===== src/rtl/irqc_pkg.sv =====
package irqc_pkg;
  localparam int IDX_ERR_LO  = 0;
  localparam int IDX_ERR_HI  = 1;
  localparam int IDX_STATUS  = 3;
  localparam int IDX_EN_SET  = 5;
  localparam int IDX_CLEAR   = 7;
  localparam int N_CAUSE     = 2;
  localparam int CAUSE_DEV   = 0;
  localparam int CAUSE_BUSERR = 1;
endpackage


===== src/rtl/irqc_cause_cell.sv =====
module irqc_cause_cell (
  input  logic clk_i,
  input  logic rst_ni,
  input  logic evt_i,
  input  logic clr_i,
  input  logic en_set_i,
  output logic pend_o,
  output logic en_o
);
  logic pend_q, en_q;

  always_ff @(posedge clk_i or negedge rst_ni) begin
    if (!rst_ni) begin
      pend_q <= 1'b0;
      en_q   <= 1'b0;
    end else begin
      pend_q <= (pend_q & ~clr_i) | evt_i;  // event wins over clear
      en_q   <= en_q | en_set_i;
    end
  end

  assign pend_o = pend_q;
  assign en_o   = en_q;

  p_evt_wins_r5: assert property (@(posedge clk_i) disable iff (!rst_ni)
    evt_i |=> pend_o);
  p_clear_r4: assert property (@(posedge clk_i) disable iff (!rst_ni)
    (clr_i && !evt_i) |=> !pend_o);
  p_en_sticky_r3: assert property (@(posedge clk_i) disable iff (!rst_ni)
    en_o |=> en_o);
endmodule


===== src/rtl/irqc_err_capture.sv =====
module irqc_err_capture #(
  parameter int ADDR_W = 64
) (
  input  logic              clk_i,
  input  logic              rst_ni,
  input  logic              err_i,
  input  logic [ADDR_W-1:0] err_addr_i,
  input  logic              pend_i,
  input  logic              clr_i,
  output logic [ADDR_W-1:0] addr_o
);
  logic [ADDR_W-1:0] addr_q;
  logic              cap;

  assign cap = err_i && (!pend_i || clr_i);

  always_ff @(posedge clk_i or negedge rst_ni) begin
    if (!rst_ni)  addr_q <= '0;
    else if (cap) addr_q <= err_addr_i;
  end

  assign addr_o = addr_q;

  p_addr_hold_r9: assert property (@(posedge clk_i) disable iff (!rst_ni)
    (pend_i && !clr_i) |=> $stable(addr_o));
  p_first_capture_r8: assert property (@(posedge clk_i) disable iff (!rst_ni)
    (err_i && !pend_i) |=> (addr_o == $past(err_addr_i)));
endmodule


===== src/rtl/irqc_rd_mux.sv =====
module irqc_rd_mux
  import irqc_pkg::*;
#(
  parameter int DATA_W = 32,
  parameter int ADDR_W = 3
) (
  input  logic                clk_i,
  input  logic                rst_ni,
  input  logic                rd_i,
  input  logic [ADDR_W-1:0]   idx_i,
  input  logic [N_CAUSE-1:0]  pend_i,
  input  logic [N_CAUSE-1:0]  en_i,
  input  logic [2*DATA_W-1:0] err_addr_i,
  output logic [DATA_W-1:0]   rdata_o
);
  logic [DATA_W-1:0] sel, rdata_q;

  always_comb begin
    sel = '0;
    if (idx_i == ADDR_W'(IDX_ERR_LO))      sel = err_addr_i[DATA_W-1:0];
    else if (idx_i == ADDR_W'(IDX_ERR_HI)) sel = err_addr_i[2*DATA_W-1:DATA_W];
    else if (idx_i == ADDR_W'(IDX_STATUS)) sel = DATA_W'(pend_i);
    else if (idx_i == ADDR_W'(IDX_EN_SET)) sel = DATA_W'(en_i);
  end

  always_ff @(posedge clk_i or negedge rst_ni) begin
    if (!rst_ni)   rdata_q <= '0;
    else if (rd_i) rdata_q <= sel;
  end

  assign rdata_o = rdata_q;

  p_rd_hold_r10: assert property (@(posedge clk_i) disable iff (!rst_ni)
    !rd_i |=> $stable(rdata_o));
  p_status_read_r2: assert property (@(posedge clk_i) disable iff (!rst_ni)
    (rd_i && idx_i == ADDR_W'(IDX_STATUS)) |=> (rdata_o == DATA_W'($past(pend_i))));
endmodule


===== src/rtl/irq_cause_ctrl.sv =====
module irq_cause_ctrl
  import irqc_pkg::*;
#(
  parameter int DATA_W   = 32,
  parameter int ADDR_W   = 3,
  parameter int STAT_W   = 8,
  parameter int BUSY_BIT = 7
) (
  input  logic                clk_i,
  input  logic                rst_ni,
  input  logic                req_i,
  input  logic                we_i,
  input  logic [ADDR_W-1:0]   addr_i,
  input  logic [DATA_W-1:0]   wdata_i,
  output logic [DATA_W-1:0]   rdata_o,
  input  logic                dev_irq_i,
  input  logic                dma_err_i,
  input  logic [2*DATA_W-1:0] dma_err_addr_i,
  input  logic                stat_rd_i,
  input  logic [STAT_W-1:0]   dev_stat_i,
  output logic                irq_o
);
  localparam int EA_W = 2 * DATA_W;

  logic               wr_clear, wr_enset, rd_req, idle_stat_rd;
  logic [N_CAUSE-1:0] evt_vec, clr_vec, enset_vec, pend_vec, en_vec;
  logic [EA_W-1:0]    err_addr;

  assign wr_clear     = req_i && we_i && (addr_i == ADDR_W'(IDX_CLEAR));
  assign wr_enset     = req_i && we_i && (addr_i == ADDR_W'(IDX_EN_SET));
  assign rd_req       = req_i && !we_i;
  assign idle_stat_rd = stat_rd_i && !dev_stat_i[BUSY_BIT];

  always_comb begin
    evt_vec = '0;
    evt_vec[CAUSE_DEV]    = dev_irq_i;
    evt_vec[CAUSE_BUSERR] = dma_err_i;
  end

  assign clr_vec   = (wr_clear ? wdata_i[N_CAUSE-1:0] : '0) | {N_CAUSE{idle_stat_rd}};
  assign enset_vec = wr_enset ? wdata_i[N_CAUSE-1:0] : '0;

  for (genvar c = 0; c < N_CAUSE; c++) begin : g_cause
    irqc_cause_cell u_cell (
      .clk_i    (clk_i),
      .rst_ni   (rst_ni),
      .evt_i    (evt_vec[c]),
      .clr_i    (clr_vec[c]),
      .en_set_i (enset_vec[c]),
      .pend_o   (pend_vec[c]),
      .en_o     (en_vec[c])
    );
  end

  irqc_err_capture #(.ADDR_W(EA_W)) u_cap (
    .clk_i      (clk_i),
    .rst_ni     (rst_ni),
    .err_i      (dma_err_i),
    .err_addr_i (dma_err_addr_i),
    .pend_i     (pend_vec[CAUSE_BUSERR]),
    .clr_i      (clr_vec[CAUSE_BUSERR]),
    .addr_o     (err_addr)
  );

  irqc_rd_mux #(.DATA_W(DATA_W), .ADDR_W(ADDR_W)) u_rd (
    .clk_i      (clk_i),
    .rst_ni     (rst_ni),
    .rd_i       (rd_req),
    .idx_i      (addr_i),
    .pend_i     (pend_vec),
    .en_i       (en_vec),
    .err_addr_i (err_addr),
    .rdata_o    (rdata_o)
  );

  assign irq_o = |(pend_vec & en_vec);

  p_idle_read_clears_r7: assert property (@(posedge clk_i) disable iff (!rst_ni)
    (idle_stat_rd && !dev_irq_i && !dma_err_i) |=> (pend_vec == '0));
  p_busy_read_noop_r7: assert property (@(posedge clk_i) disable iff (!rst_ni)
    (stat_rd_i && dev_stat_i[BUSY_BIT] && !req_i && !dev_irq_i && !dma_err_i)
      |=> $stable(pend_vec));
  p_irq_needs_enable_r6: assert property (@(posedge clk_i) disable iff (!rst_ni)
    irq_o |-> (en_vec != '0) && (pend_vec != '0));
endmodule


===== config.mk =====
export PLATFORM = sky130hd
export DESIGN_NAME = irq_cause_ctrl
export DESIGN_NICKNAME = d
export VERILOG_FILES = /design/src/rtl/irqc_pkg.sv /design/src/rtl/irqc_cause_cell.sv /design/src/rtl/irqc_err_capture.sv /design/src/rtl/irqc_rd_mux.sv /design/src/rtl/irq_cause_ctrl.sv
export SDC_FILE = /design/constraint.sdc
export NUM_CORES = 1
export LEC_CHECK = 0
export ABC_AREA = 1
export BUFFER_PORTS_ARGS = -buffer_cell sky130_fd_sc_hd__buf_2
export CAP_MARGIN = 0
export CORE_MARGIN = 1
export CORE_UTILIZATION = 30
export DETAILED_ROUTE_END_ITERATION = 6
export GPL_TIMING_DRIVEN = 0
export PLACE_DENSITY_LB_ADDON = 0.15
export SYNTH_ARGS = -nofsm -noshare
export SYNTH_HDL_FRONTEND = slang
export SYNTH_SLANG_ARGS = --single-unit

===== constraint.sdc =====
create_clock -name clk_i -period 1.2 [get_ports clk_i]
set_input_delay 0.18 -clock clk_i [delete_from_list [all_inputs] [get_ports clk_i]]
set_output_delay 0.18 -clock clk_i [all_outputs]
set_load 0.02 [all_outputs]

Yosys cells after proc, flatten, opt, wreduce, memory -nomap -nowiden. Cells that the tools add are included. W data, S select, Z words.

Equal/unequal tests: 4. Muxes and demuxes: 6. Bitwise operators: 10. Reduce and logical (&&, ||, !) cells: 12.

Operator list (count): $mux W32 (3); $eq A3 B3 Y1 const B (2); $logic_and A1 B1 Y1 (6); $mux W2 (3); $or A1 B1 Y1 (4); $eq A3 B1 Y1 const B (1); $eq A3 B2 Y1 const B (1); $logic_not A1 Y1 (3); $logic_not A3 Y1 (1); $and A1 B1 Y1 (2); $and A2 B2 Y2 (1); $not A1 Y1 (2); $or A2 B2 Y2 (1); $reduce_or A2 Y1 (1); $logic_or A1 B1 Y1 (1).

Bits in registers: 100. Input port bits: 114. Output and inout bits: 33.

Logic depth before layout (Yosys ltp).
Depth after elaboration: 7. Gate-level depth with buffers: 8. Gate-level depth less buffers: 8.

Hierarchy. A second synthesis with hierarchy kept.

Cells, all modules: 511. Area total of the unflattened synthesis: 4419.2 µm².

By module, submodules not included: irqc_err_capture (times used 1, cells an instance 279, area each 2615.0 µm², sequential area each 1601.5 µm²); irqc_rd_mux (times used 1, cells an instance 198, area each 1579.0 µm², sequential area each 800.8 µm²); irqc_cause_cell (times used 2, cells an instance 7, area each 71.3 µm², sequential area each 50.0 µm²); irq_cause_ctrl (times used 1, cells an instance 20, area each 82.6 µm², sequential area each 0.0 µm²).

Worst setup path after synthesis. OpenSTA, ideal clock, no wires.

Path type: reg2reg. Start: reg g_cause[1].u_cell.pend_q. End: reg u_cap.addr_q[36], in the netlist u_cap.addr_o[36]. Library setup time: 0.117 ns. Arrival time: 0.959 ns. Data required time: 1.083 ns. Setup slack: 0.125 ns. Stages on the path, launching flop included: 8. Buffers on the path: 2. Path through: dfrtp_1 -> inv_1 -> nor2_1 -> nand2_1 -> buf_4 -> buf_4 -> nand3_1 -> nand2_1.

Word-level cells in the longest chain between the ends: 3.

Ends and longest elaborated chain: start: declaration (RTL line irqc_cause_cell.sv:10) `logic pend_q, en_q;`; start signal: assignment (RTL line irqc_cause_cell.sv:17) `pend_q <= (pend_q & ~clr_i) | evt_i;`; $logic_not A1 Y1 (RTL line irqc_err_capture.sv:15) `assign cap = err_i && (!pend_i || clr_i);`; $logic_or A1 B1 Y1 (RTL line irqc_err_capture.sv:15); $logic_and A1 B1 Y1 (RTL line irqc_err_capture.sv:15); end signal: assignment (RTL line irqc_err_capture.sv:19) `else if (cap) addr_q <= err_addr_i;`; end: declaration (RTL line irqc_err_capture.sv:12) `logic [ADDR_W-1:0] addr_q;`.

No other way between the ends. A chain may end at the register's enable or synchronous reset.

Worst setup path in the final report.
Start: reg g_cause[1].u_cell.pend_q. End: out irq_o.

Word-level cells in the longest chain between the ends: 2.

Ends and longest elaborated chain: $and A2 B2 Y2 (RTL line irq_cause_ctrl.sv:76) `assign irq_o = |(pend_vec & en_vec);`; $reduce_or A2 Y1 (RTL line irq_cause_ctrl.sv:76); end: declaration (RTL line irq_cause_ctrl.sv:21) `output logic irq_o`.

No other way between the ends.

==> out/qor.csv <==
metric,value,unit
Top delay family on crit path,flip-flops,
first-pass GRT wire length,19900,um
detailed-route via count,3936,
CTS max path bufs,2,
fin crit period,1.24,ns
post-route setup slack,-0.0388,ns
Setup Viol. Count Final,50,
Post-Synth Simple-Gate Area,0.323,
Post-Synth XOR/XNOR Area,0,
Nets,748,
Finished Layout Cells,819,
num ports,147,
critical path launch point type,flip-flop,
Pleak,2.83,nW
HP Class,primary input to flip-flop,
Inserted Clock Buffers,9,
Gate Count Post-Synth,506,
placed cells,796,
multi-input logic area,1670,um^2
area of the die,14900,um^2
"commonest non-fill, non-tap cell in the layout",nand2_1,
"commonest non-fill, non-tap cells in the layout","nand2_1 (151), nand3_1 (122), buf_2 (116)",
multiplexer share of the synthesized area,0,
Clock Sinks,100,
PD cells,1550,nW/um^2
fillcell total,1476,
#FFs+latches synth,100,
Die W,122,um
final setup skew,0.00970,ns
run status,finished with violations,
Max Cap Viol,0,
Peak VDD IR,0.772,mV
Avg WL per Cell,15.4,um
H-tree Lvls,3,
Vias per Instance,4.81,
Slowest cell on crit path,dfrtp_1,
Worst Tran Pin Value,0.509,ns
Area Overhead vs Synth,31.2,%
CP endpoint kind,primary output,
syn nets,620,
period utilization,1.03,
largest family of logic cells by synthesized area,simple AND/OR/NAND/NOR gates,
Die H,122,um
initial antenna violation count,0,
core area,14000,um^2
CP required,1.02,ns
Routed WL,12600,um
failing checks,setup timing,
Worst R2R Setup Slack,-0.03,ns
GR Overflow Total,0,
antenna violation net count after detailed routing,0,
DRC,0,
DR iter-0 viols,291,
max incr delay on CP,0.38,ns
CTS tree,built,
adder-cell share of the synthesized area,0,
f_max,0.807,GHz
RD Place Congestion,0.806,
sequential area share after synthesis,0.578,
arrival time worst endpoint,1.06,ns
Starting Density,0.309,
final hold viol count,0,
setup TNS,-0.683,ns
HPWL Detailed,9000,um
Reg area,2500,um^2
gr usage total,0.176,
pin count of the biggest net entering global routing,64,
Final Max Slew Viols,0,
Mean Syn Cell Area,8.56,um^2
"Clk Latency, worst-skew pair",0.34,ns
relative slew slack,0.661,
first drt pass iteration count,4,
crit-path cells,inv_2 > o21ai_2 > buf_6,
Post-Syn Area,4330,um^2
RSZ-0062 raised after global routing,yes,
Synth warnings,0,
Clock transition at path regs,0.07,ns
clock root buffer,clkbuf_16,
crit-path max FO,2,
fin util,0.406,
Worst Path Buf+Inv,2,
Ant. Diodes,0,
"Distinct cells, synth",17,
row count,43,
crit path kind,flip-flop to primary output,
Synth Area in Compound Gates,0.0445,
Port Buffers,109,
vias in the first global route,3793,
fraction of layout cells with a size suffix above 1,0.272,
[state kept, by name, summed over array words and instances (netlist names)]
signal and flops:
g_cause.u_cell.en_o 2, u_cap.addr_o 64, u_rd.rdata_o 32, g_cause.u_cell.pend_o 2
[area by class of cell]
class	count	share of cell area
sequential	100	0.441
multi-input combinational	355	0.294
timing repair buffer	118	0.118
buffer	37	0.0467
clock buffer	10	0.0403
tap	180	0.0396
clock inverter	6	0.0115
inverter	13	0.00859
[routing by layer]
layer	global-route usage	vias to the layer above	routed length, um
met2	0.271	101	5780
met3	0.0318	14	595
met1	0.250	1874	6040
met5	0	-	0
li1	-	1947	-
met4	0.0556	0	170
[kinds of logic (layout without fill, tap and decap cells)]
logic type | count (synthesis) | count (layout)
buffers and inverters | 51 | 184
AOI/OAI and AO/OA | 31 | 31
DFF | 100 | 100
and+or+nand+nor | 324 | 324
[Yosys cell counts, drive strengths merged]
cell	n	area share
nand3b	1	0.0017
buf	24	0.031
dfrtp	100	0.58
nand3	130	0.15
o21ai	1	0.0012
nand2	155	0.13
a31oi	30	0.043
nand4	2	0.0029
nor2	36	0.034
clkbuf	14	0.012
inv	13	0.011
[path summary, 6_finish.rpt]
kind,from,endpoint,cells after the start
setup / recovery,g_cause[1].u_cell.pend_o$_DFF_PN0_,irq_o,3
setup reg to reg,g_cause[1].u_cell.pend_o$_DFF_PN0_,u_cap.addr_o[5]$_DFFE_PN0P_,7
max in group asynchronous,rst_ni,u_cap.addr_o[29]$_DFFE_PN0P_,3
min in group asynchronous,rst_ni,g_cause[0].u_cell.pend_o$_DFF_PN0_,2
hold / removal,dev_irq_i,g_cause[0].u_cell.pend_o$_DFF_PN0_,3
hold reg to reg,u_cap.addr_o[23]$_DFFE_PN0P_,u_cap.addr_o[23]$_DFFE_PN0P_,2
[what timing repair did]
| action | in CTS | in global routing |
|---|---|---|
| hold endpoints to repair | 37 | 0 |
| hold buffers | 1 | 0 |
| endpoints found under the setup margin | 71 | 100 |
| cloned | 1 | 0 |
| pin swaps | 3 | 10 |
| resized for setup | 33 | 17 |
| buffers inserted | 2 | 4 |
[report_power, final]
| group | switching, mW | internal [mW] | total [mW] | leakage (nW) |
|---|---|---|---|---|
| Sequential | 0.324 | 3.92 | 4.24 | 1.21 |
| Clock | 1.29 | 1.61 | 2.90 | 0.131 |
| Combinational | 1.01 | 0.662 | 1.67 | 1.49 |
| Total | 2.62 | 6.20 | 8.81 | 2.83 |
[worst register-to-register path, stage by stage (launching register included)]
cell	delay, ns
dfrtp_1	0.40
inv_2	0.09
nor2_4	0.04
nand2_4	0.16
buf_12	0.17
buf_8	0.13
nand3_1	0.08
nand2_1	0.10
[metrics by stage]
stage	hold WS [ns]	area [um^2]	worst slack, ns	power, mW
after floorplan	-0.116	4330	0.125	5.16
after global placement	0.374	5100	-1.20	5.80
after detailed placement	0.202	5130	-0.448	5.85
after CTS	0.00952	5580	-0.0430	8.88
after global routing	0.0463	5680	-0.103	9.31
final	0.0217	5680	-0.0388	8.81
No activity file was read; power rests on OpenSTA's default activity.
